==> config.mk <==
export PLATFORM = sky130hd
export DESIGN_NAME = load_fault_guard
export DESIGN_NICKNAME = d
export VERILOG_FILES = /design/src/rtl/lfg_pkg.sv /design/src/rtl/lfg_timer.sv /design/src/rtl/lfg_ctrl.sv /design/src/rtl/load_fault_guard.sv
export SDC_FILE = /design/constraint.sdc
export NUM_CORES = 1
export LEC_CHECK = 0
export CAP_MARGIN = 15
export CORE_ASPECT_RATIO = 1.2
export CORE_MARGIN = 5
export CORE_UTILIZATION = 25
export DETAILED_ROUTE_END_ITERATION = 7
export REMOVE_ABC_BUFFERS = 1
export SYNTH_ARGS = -nofsm -noshare
export SYNTH_HDL_FRONTEND = slang
export SYNTH_SLANG_ARGS = --single-unit
==> constraint.sdc <==
create_clock -name clk -period 5.4 [get_ports clk]
set_input_delay 1.62 -clock clk [delete_from_list [all_inputs] [get_ports clk]]
set_output_delay 1.62 -clock clk [all_outputs]
set_load 0.01 [all_outputs]
==> src/rtl/lfg_pkg.sv <==
package lfg_pkg;

  typedef enum logic [2:0] {
    ST_IDLE    = 3'd0,
    ST_DRIVE   = 3'd1,
    ST_TRIPPED = 3'd2,
    ST_BACKOFF = 3'd3,
    ST_PROBE   = 3'd4
  } chanMode_t;

  // control -> datapath
  typedef struct packed {
    logic restart;
  } timerStrb_t;

  // datapath -> control
  typedef struct packed {
    logic settled;
    logic waitDone;
  } timerStat_t;

endpackage

==> src/rtl/lfg_timer.sv <==
module lfg_timer
  import lfg_pkg::*;
#(
  parameter int SETTLE_CYC  = 3000,
  parameter int BACKOFF_CYC = 93000
) (
  input  logic       clk,
  input  logic       rstN,
  input  timerStrb_t strb,
  output timerStat_t stat
);

  localparam int MAX_CNT = (SETTLE_CYC > BACKOFF_CYC) ? SETTLE_CYC : BACKOFF_CYC;
  localparam int CNT_W   = $clog2(MAX_CNT + 1);
  localparam logic [CNT_W-1:0] SETTLE_V  = CNT_W'(SETTLE_CYC);
  localparam logic [CNT_W-1:0] BACKOFF_V = CNT_W'(BACKOFF_CYC);
  localparam logic [CNT_W-1:0] MAX_V     = CNT_W'(MAX_CNT);

  logic [CNT_W-1:0] cntQ;

  always_ff @(posedge clk) begin
    if (!rstN) begin
      cntQ <= '0;
    end else if (strb.restart) begin
      cntQ <= '0;
    end else if (cntQ < MAX_V) begin
      cntQ <= cntQ + 1'b1;
    end
  end

  always_comb begin
    stat.settled  = (cntQ >= SETTLE_V);
    stat.waitDone = (cntQ >= BACKOFF_V);
  end

  // a restart request always brings the interval back to zero
  p_restart_zero_r3: assert property (@(posedge clk) disable iff (!rstN)
    strb.restart |=> (cntQ == '0));

  // the count saturates and never wraps past its limit
  p_no_wrap_r5: assert property (@(posedge clk) disable iff (!rstN)
    (cntQ == MAX_V && !strb.restart) |=> (cntQ == MAX_V));

endmodule

==> src/rtl/lfg_ctrl.sv <==
module lfg_ctrl
  import lfg_pkg::*;
#(
  parameter bit RETRY_EN = 1'b0
) (
  input  logic       clk,
  input  logic       rstN,
  input  logic       cmdOn,
  input  logic       drainHigh,
  input  logic       batFault,
  input  timerStat_t stat,
  output timerStrb_t strb,
  output logic       drive,
  output logic       shortQ,
  output logic       openQ
);

  chanMode_t modeQ, modeNxt;
  logic      shortNxt, openNxt;
  logic      testOk, waitOk, keepTimer;

  assign testOk = stat.settled && !batFault;
  assign waitOk = stat.waitDone && !batFault;
  assign drive  = (modeQ == ST_DRIVE) || (modeQ == ST_PROBE);

  always_comb begin
    modeNxt  = modeQ;
    shortNxt = shortQ;
    openNxt  = openQ;
    unique case (modeQ)
      ST_IDLE: begin
        if (cmdOn) begin
          modeNxt  = ST_DRIVE;
          shortNxt = 1'b0;
        end else if (testOk) begin
          openNxt = ~drainHigh;
        end
      end
      ST_DRIVE: begin
        if (!cmdOn) begin
          modeNxt = ST_IDLE;
        end else if (testOk && drainHigh) begin
          shortNxt = 1'b1;
          modeNxt  = RETRY_EN ? ST_BACKOFF : ST_TRIPPED;
        end
      end
      ST_TRIPPED: begin
        if (!cmdOn) modeNxt = ST_IDLE;
      end
      ST_BACKOFF: begin
        if (!cmdOn)      modeNxt = ST_IDLE;
        else if (waitOk) modeNxt = ST_PROBE;
      end
      ST_PROBE: begin
        if (!cmdOn) begin
          modeNxt = ST_IDLE;
        end else if (testOk) begin
          if (drainHigh) begin
            modeNxt = ST_BACKOFF;
          end else begin
            modeNxt  = ST_DRIVE;
            shortNxt = 1'b0;
          end
        end
      end
      default: modeNxt = ST_IDLE;
    endcase
    // probe -> drive keeps the gate on, so the interval keeps running
    keepTimer    = (modeQ == ST_PROBE) && (modeNxt == ST_DRIVE);
    strb.restart = batFault || ((modeNxt != modeQ) && !keepTimer);
  end

  always_ff @(posedge clk) begin
    if (!rstN) begin
      modeQ  <= ST_IDLE;
      shortQ <= 1'b0;
      openQ  <= 1'b0;
    end else begin
      modeQ  <= modeNxt;
      shortQ <= shortNxt;
      openQ  <= openNxt;
    end
  end

  // a short appears only after a settled, driven cycle with a high drain
  p_short_after_settle_r3: assert property (@(posedge clk) disable iff (!rstN)
    $rose(shortQ) |-> $past(stat.settled && drive && drainHigh));

  // an open load appears only after a settled, undriven cycle with a low drain
  p_open_when_off_r7: assert property (@(posedge clk) disable iff (!rstN)
    $rose(openQ) |-> $past(stat.settled && !drive && !drainHigh));

  // no new flag is raised from an edge that saw a supply fault
  p_no_flag_in_bat_r9: assert property (@(posedge clk) disable iff (!rstN)
    $past(batFault) |-> (!$rose(shortQ) && !$rose(openQ)));

  generate
    if (RETRY_EN) begin : g_retry_chk
      // the short flag holds through the back-off phase
      p_flag_holds_backoff_r5: assert property (@(posedge clk) disable iff (!rstN)
        (modeQ == ST_BACKOFF && cmdOn) |=> shortQ);
    end else begin : g_latch_chk
      // a tripped channel stays undriven while the command is held
      p_tripped_stays_off_r4: assert property (@(posedge clk) disable iff (!rstN)
        (modeQ == ST_TRIPPED && cmdOn) |=> !drive);
    end
  endgenerate

endmodule

==> src/rtl/load_fault_guard.sv <==
module load_fault_guard
  import lfg_pkg::*;
#(
  parameter int NUM_CH      = 6,
  parameter int SETTLE_CYC  = 3000,
  parameter int BACKOFF_CYC = 93000,
  parameter bit RETRY_EN    = 1'b0
) (
  input  logic              clk,
  input  logic              rstN,
  input  logic [NUM_CH-1:0] cmdOn,
  input  logic [NUM_CH-1:0] drainHigh,
  input  logic              overBat,
  input  logic              underBat,
  output logic [NUM_CH-1:0] gateEn,
  output logic [NUM_CH-1:0] shortFlt,
  output logic [NUM_CH-1:0] openFlt
);

  logic              batFault;
  logic [NUM_CH-1:0] driveVec, shortVec, openVec;

  assign batFault = overBat | underBat;

  generate
    for (genvar ch = 0; ch < NUM_CH; ch++) begin : g_chan
      timerStrb_t strb;
      timerStat_t stat;

      lfg_timer #(
        .SETTLE_CYC (SETTLE_CYC),
        .BACKOFF_CYC(BACKOFF_CYC)
      ) timer_i (
        .clk (clk),
        .rstN(rstN),
        .strb(strb),
        .stat(stat)
      );

      lfg_ctrl #(
        .RETRY_EN(RETRY_EN)
      ) ctrl_i (
        .clk      (clk),
        .rstN     (rstN),
        .cmdOn    (cmdOn[ch]),
        .drainHigh(drainHigh[ch]),
        .batFault (batFault),
        .stat     (stat),
        .strb     (strb),
        .drive    (driveVec[ch]),
        .shortQ   (shortVec[ch]),
        .openQ    (openVec[ch])
      );
    end
  endgenerate

  assign gateEn   = driveVec & {NUM_CH{~batFault}};
  assign shortFlt = shortVec & {NUM_CH{~batFault}};
  assign openFlt  = openVec  & {NUM_CH{~batFault}};

  // reset leaves every output quiet on the following cycle
  p_reset_quiet_r1: assert property (@(posedge clk)
    !rstN |=> (gateEn == '0 && shortFlt == '0 && openFlt == '0));

endmodule

Yosys cells after proc, flatten, opt, wreduce, memory -nomap -nowiden
Index checks and enable logic that the tools add are counted.
{ "word_totals": {"ff_bits": 132, "latchBits": 0, "ram_bits": 0, "rom_bits": 0, "input_bits": 16, "out_inout_bits": 18, "elab_cells": 319, "mem_count": 0} }
{ "classes": {"n_addsub": 6, "n_mul": 0, "div": 0, "magnitude_cmp": 18, "n_eq_ne": 72, "shifts": 0, "n_mux": 102, "bitwise": 18, "n_reduce_logical": 79} }
{ "ops": {"columns": ["op", "count"], "rows": [
  ["two-way mux 3 bit", 48],
  ["adder 17 x 1 -> 17 bit (second input constant)", 6],
  [">= comparator 17 x 12 -> 1 bit (second input constant)", 6],
  [">= comparator 17 bit (second input constant)", 6],
  ["less-than comparator 17 bit (second input constant)", 6],
  ["one-hot mux 3 bit (5 select lines)", 6],
  ["!= test 2 bit (second input constant)", 30],
  ["AND reduction 7 bit", 6],
  ["== test 3 x 1 -> 1 bit (second input constant)", 12],
  ["== test 3 x 2 -> 1 bit (second input constant)", 12],
  ["two-way mux 1 bit", 36],
  ["logical AND 1 bit", 30],
  ["bitwise AND 6 bit", 3],
  ["== test 3 bit (second input constant)", 6],
  ["logical NOT 3 bit", 6],
  ["!= test 3 bit", 6],
  ["one-hot mux 1 bit (3 select lines)", 6],
  ["AND reduction 3 bit", 6],
  ["nonzero test 3 bit", 6],
  ["inverter 1 bit", 14],
  ["logical OR 1 bit", 12],
  ["two-way mux 2 bit", 6],
  ["!= test 2 x 1 -> 1 bit (second input constant)", 6],
  ["OR reduction 2 bit", 6],
  ["2 further kinds", 8]
]} }

Longest topological paths before layout
Gate-level depths: netlist of run 1.
{ "depth": {"ltp_word": 13, "ltp_mapped": 9, "depth_no_buf": 6} }

Cells and area by module
From an unflattened synthesis of run 1, not the netlist that was laid out.
{ "hier_totals": {"cells_unflattened": 977, "hier_area_um2": 8067.7} }
{ "by_module_without_submodules": {"columns": ["mod", "instances", "cells_per_inst", "area_per_inst_um2", "seq_area_each_um2"], "rows": [
  ["lfg_timer", 6, 109, 918.4, 340.3],
  ["lfg_ctrl", 6, 50, 385.4, 100.1],
  ["load_fault_guard", 1, 23, 245.2, 0.0]
]} }

Worst setup path after synthesis of run 1
OpenSTA, ideal clock, no wires.
{ "synth_path": {"path_type": "input-to-output", "startpoint": "input port underBat", "endpoint": "output port openFlt[0]", "t_arrival_ns": 2.873, "required_ns": 3.780, "setup_slack_ns": 0.907, "path_stages": 5, "path_buffers": 3, "path_cell_list": "nor2_1 > buf_2 > clkbuf_1 > clkbuf_1 > and2_1"} }
{ "synth_via": {"elab_chain_cells": 3} }
{ "synth_rtl": {"columns": ["element", "line", "source"], "rows": [
  ["start: declaration", "load_fault_guard.sv:14", "input logic underBat,"],
  ["bitwise OR 1 bit", "load_fault_guard.sv:23", "assign batFault = overBat | underBat;"],
  ["inverter 1 bit", "load_fault_guard.sv:59", "assign openFlt = openVec & {NUM_CH{~batFault}};"],
  ["bitwise AND 6 bit", "load_fault_guard.sv:59", null],
  ["end: declaration", "load_fault_guard.sv:17", "output logic [NUM_CH-1:0] openFlt"]
]} }
No other way between the ends.

Final worst setup path of run 1
{ "layout_path": {"startpoint": "input port underBat", "endpoint": "output port gateEn[5]"} }
{ "layout_via": {"elab_chain_cells": 3} }
{ "layout_rtl": {"columns": ["element", "line", "source"], "rows": [
  ["bitwise OR 1 bit", "load_fault_guard.sv:23", null],
  ["inverter 1 bit", "load_fault_guard.sv:57", "assign gateEn = driveVec & {NUM_CH{~batFault}};"],
  ["bitwise AND 6 bit", "load_fault_guard.sv:57", null],
  ["end: declaration", "load_fault_guard.sv:15", "output logic [NUM_CH-1:0] gateEn,"]
]} }
No other way between the ends.

==> impl_metrics.env, run 1 <==
export IMPL_fin_crit_sh=0.937
export IMPL_timing_max_cap_violations=0
export IMPL_r2r_start="g_chan[0].timer_i.cntQ[11]"
export IMPL_io_pins=34
export IMPL_switchingPower_w=0.000488
export IMPL_cts_sinks=132
export IMPL_numPortBuffers=33
export IMPL_grt_start_max_net_pins=20
export IMPL_cts_max_level=4
export IMPL_critical_path_slowest_cell="clkdlybuf4s50_1"
export IMPL_core_region_area_um2=29500
export IMPL_initial_core_util=0.252
export IMPL_ant_nets=0
export IMPL_ys_seq_elements=132
export IMPL_cts_buffer_depth=2
export IMPL_tightest_slew_ns=0.943
export IMPL_holdBufCountCts=0
export IMPL_cts_buffers=17
export IMPL_internal_power_w=0.00167
export IMPL_clk_pin_slew_ns=0.05
export IMPL_place_congestion=0.829
export IMPL_hp_class="reg2reg"
export IMPL_fp_dieW_um=167
export IMPL_crit_chain="clkdlybuf4s50_1 -> or2_2 -> nor3_1 -> clkdlybuf4s50_1"
export IMPL_synth_area_top_cells="dfxtp_1 (36%), xnor2_1 (8.4%), nor2_1 (7.3%), a21oi_1 (4.2%), nand2_1 (3.9%)"
export IMPL_skew_ns=0.00969
export IMPL_p_leak_nw=2.52
export IMPL_max_freq_mhz=198
export IMPL_slew_viol_final=0
export IMPL_diodes=0
export IMPL_yosysTopAreaCellShare=0.355
export IMPL_grt_ovfl_total=0
export IMPL_gr_usage_all_layers=0.106
export IMPL_max_slew_margin=0.368
export IMPL_vias_per_cell=4.91
export IMPL_clock_latency_ns=0.42
export IMPL_crit_top_cell="clkdlybuf4s50_1"
export IMPL_first_pass_iters=6
export IMPL_crit_fanout=14
export IMPL_dr_total_vias=6673
export IMPL_worstSetupStartpointType="input port"
export IMPL_fp_dieArea_um2=33300
export IMPL_power_density_nw_per_um2=249
export IMPL_power_frac_clock=0.501
export IMPL_rsz0062_at_grt="no"
export IMPL_placed_area_um2=8130
export IMPL_p_comb_frac=0.042
export IMPL_cp_end_kind="primary output"
export IMPL_timing_rr_end="g_chan[0].timer_i.cntQ[9]"
export IMPL_synth_edf_count=0
export IMPL_seq_area_frac_synth=0.355
export IMPL_setup_violations_final=0
export IMPL_synth_cells=945
export IMPL_crit_path_start="underBat"
export IMPL_num_nets_final=985
export IMPL_wl_um=17900
export IMPL_pwr_share_seq=0.457
export IMPL_yosys_area_top_type="dfxtp_1"
export IMPL_drc=0
export IMPL_first_iter_violations=388
export IMPL_synthFlopType="dfxtp_1"
export IMPL_r2r_cells=6
export IMPL_clock_tree_root_cell="clkbuf_16"
export IMPL_required_ns=3.78
export IMPL_min_period_ns=5.06
export IMPL_fp_row_count=69
export IMPL_postCtsSetupBuffers=0
export IMPL_ys_warn_count=0
export IMPL_nFillCells=3209
export IMPL_sw_frac_of_total=0.226
export IMPL_syn_avg_cell_area_um2=7.87
export IMPL_status="completed"
export IMPL_area_delta_synth_final_pct=16.7
export IMPL_synth_cell_type_count=74
export IMPL_rrSetupSlack_ns=2.55
export IMPL_dieHeight_um=199
export IMPL_synthArstFlopShare=0
export IMPL_finalHoldViolCount=0
export IMPL_crit_type="in2out"
export IMPL_endpoint="gateEn[5]"
export IMPL_layout_drive_gt1_share=0.0651
export IMPL_dp_hpwl_um=12600
export IMPL_netlist_area_um2=7440
export IMPL_tns_ns=0
export IMPL_cp_arrival_ns=3.44
export IMPL_cts_resized=0
export IMPL_grt_antenna_before_repair=0
export IMPL_ir_drop_v=0.000174
export IMPL_grt_pass1_wl_um=29800
export IMPL_grt_pass1_vias=6185
export IMPL_routedWlPerCell_um=13.1
export IMPL_fin_area_um2=8680
export IMPL_cts_tree="yes"
export IMPL_slowest_delay_ns=0.64
==> routing by layer <==
layer  vias to the layer above  global-route usage  wire [µm]
li1                       3372                   -          -
met1                      3124               0.137       8360
met2                       147               0.173       8360
met3                        30              0.0223        741
met4                         0              0.0445        392
met5                         -                   0          0
==> synthesized netlist by cell type (8+ instances only) <==
| cell | number |
|---|---|
| nor2_1 | 144 |
| dfxtp_1 | 132 |
| nand2_1 | 77 |
| xnor2_1 | 71 |
| a21oi_1 | 63 |
| inv_1 | 44 |
| clkbuf_1 | 38 |
| nand3_1 | 38 |
| nor3_1 | 36 |
| nand4_1 | 27 |
| nor4_1 | 25 |
| xor2_1 | 23 |
| a31oi_1 | 21 |
| o21ai_0 | 20 |
| and3_1 | 17 |
| and2_1 | 16 |
| ha_1 | 12 |
| a211oi_1 | 11 |
| or3_1 | 9 |
| a311oi_1 | 8 |
==> cell type report <==
type | count | area [µm²] | area share
clock buffers | 21 | 470 | 0.0542
clock inverters | 9 | 81.3 | 0.00937
inverters | 44 | 165 | 0.0190
multi-input cells | 720 | 4420 | 0.510
flip-flops and latches | 132 | 2640 | 0.304
well taps | 390 | 488 | 0.0562
repair buffers | 42 | 410 | 0.0473
==> worst max-delay path, delay by kind of cell <==
kind	cells	cell delay (ns)
buf+inv	2	1.09
simple gates	2	0.73
==> cell families (layout without fill, tap and decap cells) <==
logic type      count (synthesis)  count (layout)  synth area share
simple gates                  420             420             0.275
fa+ha+maj                      12              12            0.0202
xor+xnor                       94              94             0.111
flops                         132             132             0.355
compound gates                192             192             0.185
buf+inv                        93             116            0.0508
mux                             2               2           0.00269
==> power groups by stage <==
stage / clock (W) / combinational (W) / sequential (W)
finish: 0.00108 / 0.0000912 / 0.000988
global route: 0.00117 / 0.000101 / 0.000988
CTS: 0.00112 / 0.0000916 / 0.000988
detailed placement: 0 / 0.0000909 / 0.00101
global placement: 0 / 0.0000903 / 0.00101
floorplan: 0 / 0.0000462 / 0.00101
==> metrics by stage <==
stage	instances	hold slack (ns)	util	power, W	worst slack (ns)
2_1_floorplan	896	0.445	-	0.00105	0.868
3_3_place_gp	1328	0.478	0.275	0.00110	0.302
3_5_place_dp	1328	0.484	0.275	0.00110	0.280
4_1_cts	1358	0.492	0.294	0.00220	0.279
5_1_grt	1358	0.517	0.294	0.00225	0.247
6_report	1358	0.490	0.294	0.00216	0.340
==> flip-flops by register name, indices dropped and copies added (netlist names) <==
signal	cells
g_chan.ctrl_i.modeQ	18
g_chan.ctrl_i.openQ	6
g_chan.ctrl_i.shortQ	6
g_chan.timer_i.cntQ	102
==> layout by cell type (no fill, tap or decap), types with 5 or more instances in the layout <==
master and n:
clkdlybuf4s50_1 33, ha_1 12, and2_1 16, nor2_1 143
buf_4 8, nand4_1 27, clkbuf_16 17, a21oi_1 63
nor4_1 25, o21ai_0 20, nand2_1 77, dfxtp_1 132
and3_1 17, xnor2_1 71, nor3_1 36, or2_2 6
or3_1 9, o211ai_1 6, nand3_1 38, nand2b_1 5
xor2_1 23, a211oi_1 11, a31oi_1 21, a311oi_1 8
inv_1 44, o31ai_1 6
==> worst min path at each step <==
stage / end / cells past startpoint / slack [ns] / from
floorplan: g_chan[2].ctrl_i.shortQ / 2 / 0.44 / g_chan[2].ctrl_i.shortQ
global placement: g_chan[2].timer_i.cntQ[16] / 2 / 0.48 / g_chan[2].timer_i.cntQ[16]
detailed placement: g_chan[2].timer_i.cntQ[16] / 2 / 0.48 / g_chan[2].timer_i.cntQ[16]
CTS: g_chan[2].timer_i.cntQ[16] / 2 / 0.49 / g_chan[2].timer_i.cntQ[16]
global route: g_chan[2].ctrl_i.shortQ / 2 / 0.52 / g_chan[2].ctrl_i.shortQ
finish: g_chan[2].timer_i.cntQ[16] / 2 / 0.49 / g_chan[2].timer_i.cntQ[16]
(Power assumes the default switching activity.)
==> inputs of run 2 (changes only) <==
--- a/config.mk
+++ b/config.mk
@@ -10,6 +10,7 @@
 export CORE_MARGIN = 5
 export CORE_UTILIZATION = 25
 export DETAILED_ROUTE_END_ITERATION = 7
+export PLACE_DENSITY = 0.5
 export REMOVE_ABC_BUFFERS = 1
 export SYNTH_ARGS = -nofsm -noshare
 export SYNTH_HDL_FRONTEND = slang
==> run 2 against run 1 <==
Effect of this change: combinational power down 2.6%; setup slack improved by 0.064 ns; core utilization is essentially flat; routed wire length up 3.0%; via count down 0.82%; non-clock buffer count shrank 2; global-route usage rose by 0.53 points; clock skew rose by 0.0022 ns; register-to-register slack lost 0.06 ns; total power rose by 2.4%; worst hold slack about the same; largest cell class unchanged; highest routed layer unchanged.
==> impl_metrics.env, run 2 (synthesis results as in run 1) <==
export IMPL_status="completed"
export IMPL_regMostFlops="g_chan.timer_i.cntQ"
export IMPL_holdWs_ns=0.491
export IMPL_grt_antenna_before_repair=2
export IMPL_hp_class="reg2reg"
export IMPL_slew_viol_final=0
export IMPL_post_place_cells=1326
export IMPL_dr_total_vias=6618
export IMPL_diodes=0
export IMPL_cp_arrival_ns=3.38
export IMPL_p_leak_nw=2.51
export IMPL_slowest_delay_ns=0.58
export IMPL_cts_tree="yes"
export IMPL_ant_nets=0
export IMPL_worstSetupStartpointType="input port"
export IMPL_grt_ovfl_total=0
export IMPL_fp_dieW_um=167
export IMPL_clk_pin_slew_ns=0.07
export IMPL_layout_commonest_cell="nor2_1"
export IMPL_crit_chain="clkdlybuf4s50_1 -> or2_2 -> nor3_1 -> clkdlybuf4s50_1"
export IMPL_fp_row_count=69
export IMPL_tightest_slew_ns=0.874
export IMPL_io_pins=34
export IMPL_final_cell_mix="nor2_1 (143), dfxtp_1 (132), nand2_1 (77)"
export IMPL_grt_pass1_vias=6396
export IMPL_power_density_nw_per_um2=255
export IMPL_fin_crit_sh=0.925
export IMPL_initial_core_util=0.252
export IMPL_rsz0062_at_grt="no"
export IMPL_core_region_area_um2=29500
export IMPL_nFillCells=3203
export IMPL_largest_reg_flops=102
export IMPL_holdBufCountCts=0
export IMPL_setup_violations_final=0
export IMPL_min_period_ns=5.00
export IMPL_postCtsSetupBuffers=0
export IMPL_cp_end_kind="primary output"
export IMPL_gr_usage_all_layers=0.111
export IMPL_cts_max_level=4
export IMPL_num_nets_final=983
export IMPL_fp_dieArea_um2=33300
export IMPL_required_ns=3.78
export IMPL_layout_drive_gt1_share=0.0651
export IMPL_wl_um=18400
export IMPL_layoutNonFillerInstCount=1357
export IMPL_multi_input_area_um2=4420
export IMPL_skew_ns=0.0119
export IMPL_cts_buffers=17
export IMPL_drc=0
export IMPL_top_regs="g_chan.timer_i.cntQ (102), g_chan.ctrl_i.modeQ (18)"
export IMPL_critical_path_slowest_cell="clkdlybuf4s50_1"
export IMPL_grt_pass1_wl_um=31300
export IMPL_tns_ns=0
export IMPL_power_total_w=0.00221
export IMPL_numPortBuffers=33
export IMPL_regArea_um2=2640
export IMPL_first_pass_iters=4
export IMPL_dp_hpwl_um=12600
export IMPL_clock_latency_ns=0.42
export IMPL_cts_sinks=132
export IMPL_finalHoldViolCount=0
export IMPL_crit_fanout=11
export IMPL_area_delta_synth_final_pct=16.8
export IMPL_max_freq_mhz=200
export IMPL_timing_max_cap_violations=0
export IMPL_routedWlPerCell_um=13.6
export IMPL_place_congestion=0.765
export IMPL_grt_start_max_net_pins=35
export IMPL_ir_drop_v=0.000137
export IMPL_first_iter_violations=532
export IMPL_vias_per_cell=4.88
export IMPL_cts_buffer_depth=2
export IMPL_crit_top_cell="clkdlybuf4s50_1"
export IMPL_max_slew_margin=0.414
export IMPL_crit_type="in2out"
export IMPL_cts_resized=0
export IMPL_clock_tree_root_cell="clkbuf_16"
export IMPL_fin_area_um2=8690
export IMPL_placed_area_um2=8120
export IMPL_dieHeight_um=199
run 2: metal layers:
layer	global-route usage	vias up	part of all wire
met2	0.179	123	0.46
met3	0.0242	21	0.045
met5	0	-	0
met1	0.149	3109	0.48
met4	0.0376	0	0.015
li1	-	3365	-
run 2: worst paths after layout:
path / from / depth (start not counted) / slack (ns) / to
setup / recovery: underBat / 4 / 0.40 / gateEn[5]
hold / removal: g_chan[2].timer_i.cntQ[16] / 2 / 0.49 / g_chan[2].timer_i.cntQ[16]
setup reg to reg: g_chan[0].timer_i.cntQ[11] / 6 / 2.49 / g_chan[0].timer_i.cntQ[0]
hold reg to reg: g_chan[2].timer_i.cntQ[16] / 2 / 0.49 / g_chan[2].timer_i.cntQ[16]
run 2: final cells by class:
cell class,instances,area share
Sequential cell,132,0.304
Tap cell,390,0.0562
Inverter,44,0.0190
Multi-Input combinational cell,720,0.509
Clock inverter,13,0.0156
Timing Repair Buffer,40,0.0455
Clock buffer,18,0.0505
run 2: where the power goes:
part           leakage (nW)  switching, W  internal [W]  total (W)
combinational          1.18     0.0000555     0.0000333  0.0000888
sequential             1.06    0.00000934      0.000978   0.000988
clock                 0.270      0.000450      0.000687    0.00114
total                  2.51      0.000515       0.00170    0.00221
run 2: per-stage QoR:
step	worst slack, ns	utilization
CTS	0.349	0.294
detailed placement	0.367	0.275
finish	0.404	0.294
global placement	0.399	0.275
floorplan	0.868	-
global route	0.301	0.294
run 2: worst max-delay path, delay by kind of cell:
family / cells / cell delay, ns
buffers and inverters: 2 / 1.03
and+or+nand+nor: 2 / 0.71
==> inputs of run 3 (changes only) <==
--- a/config.mk
+++ b/config.mk
@@ -5,6 +5,7 @@
 export SDC_FILE = /design/constraint.sdc
 export NUM_CORES = 1
 export LEC_CHECK = 0
+export ABC_CLOCK_PERIOD_IN_PS = 5400
 export CAP_MARGIN = 15
 export CORE_ASPECT_RATIO = 1.2
 export CORE_MARGIN = 5
==> results of run 3 <==
No change in the layout: final DEF, timing and power equal those of run 2.
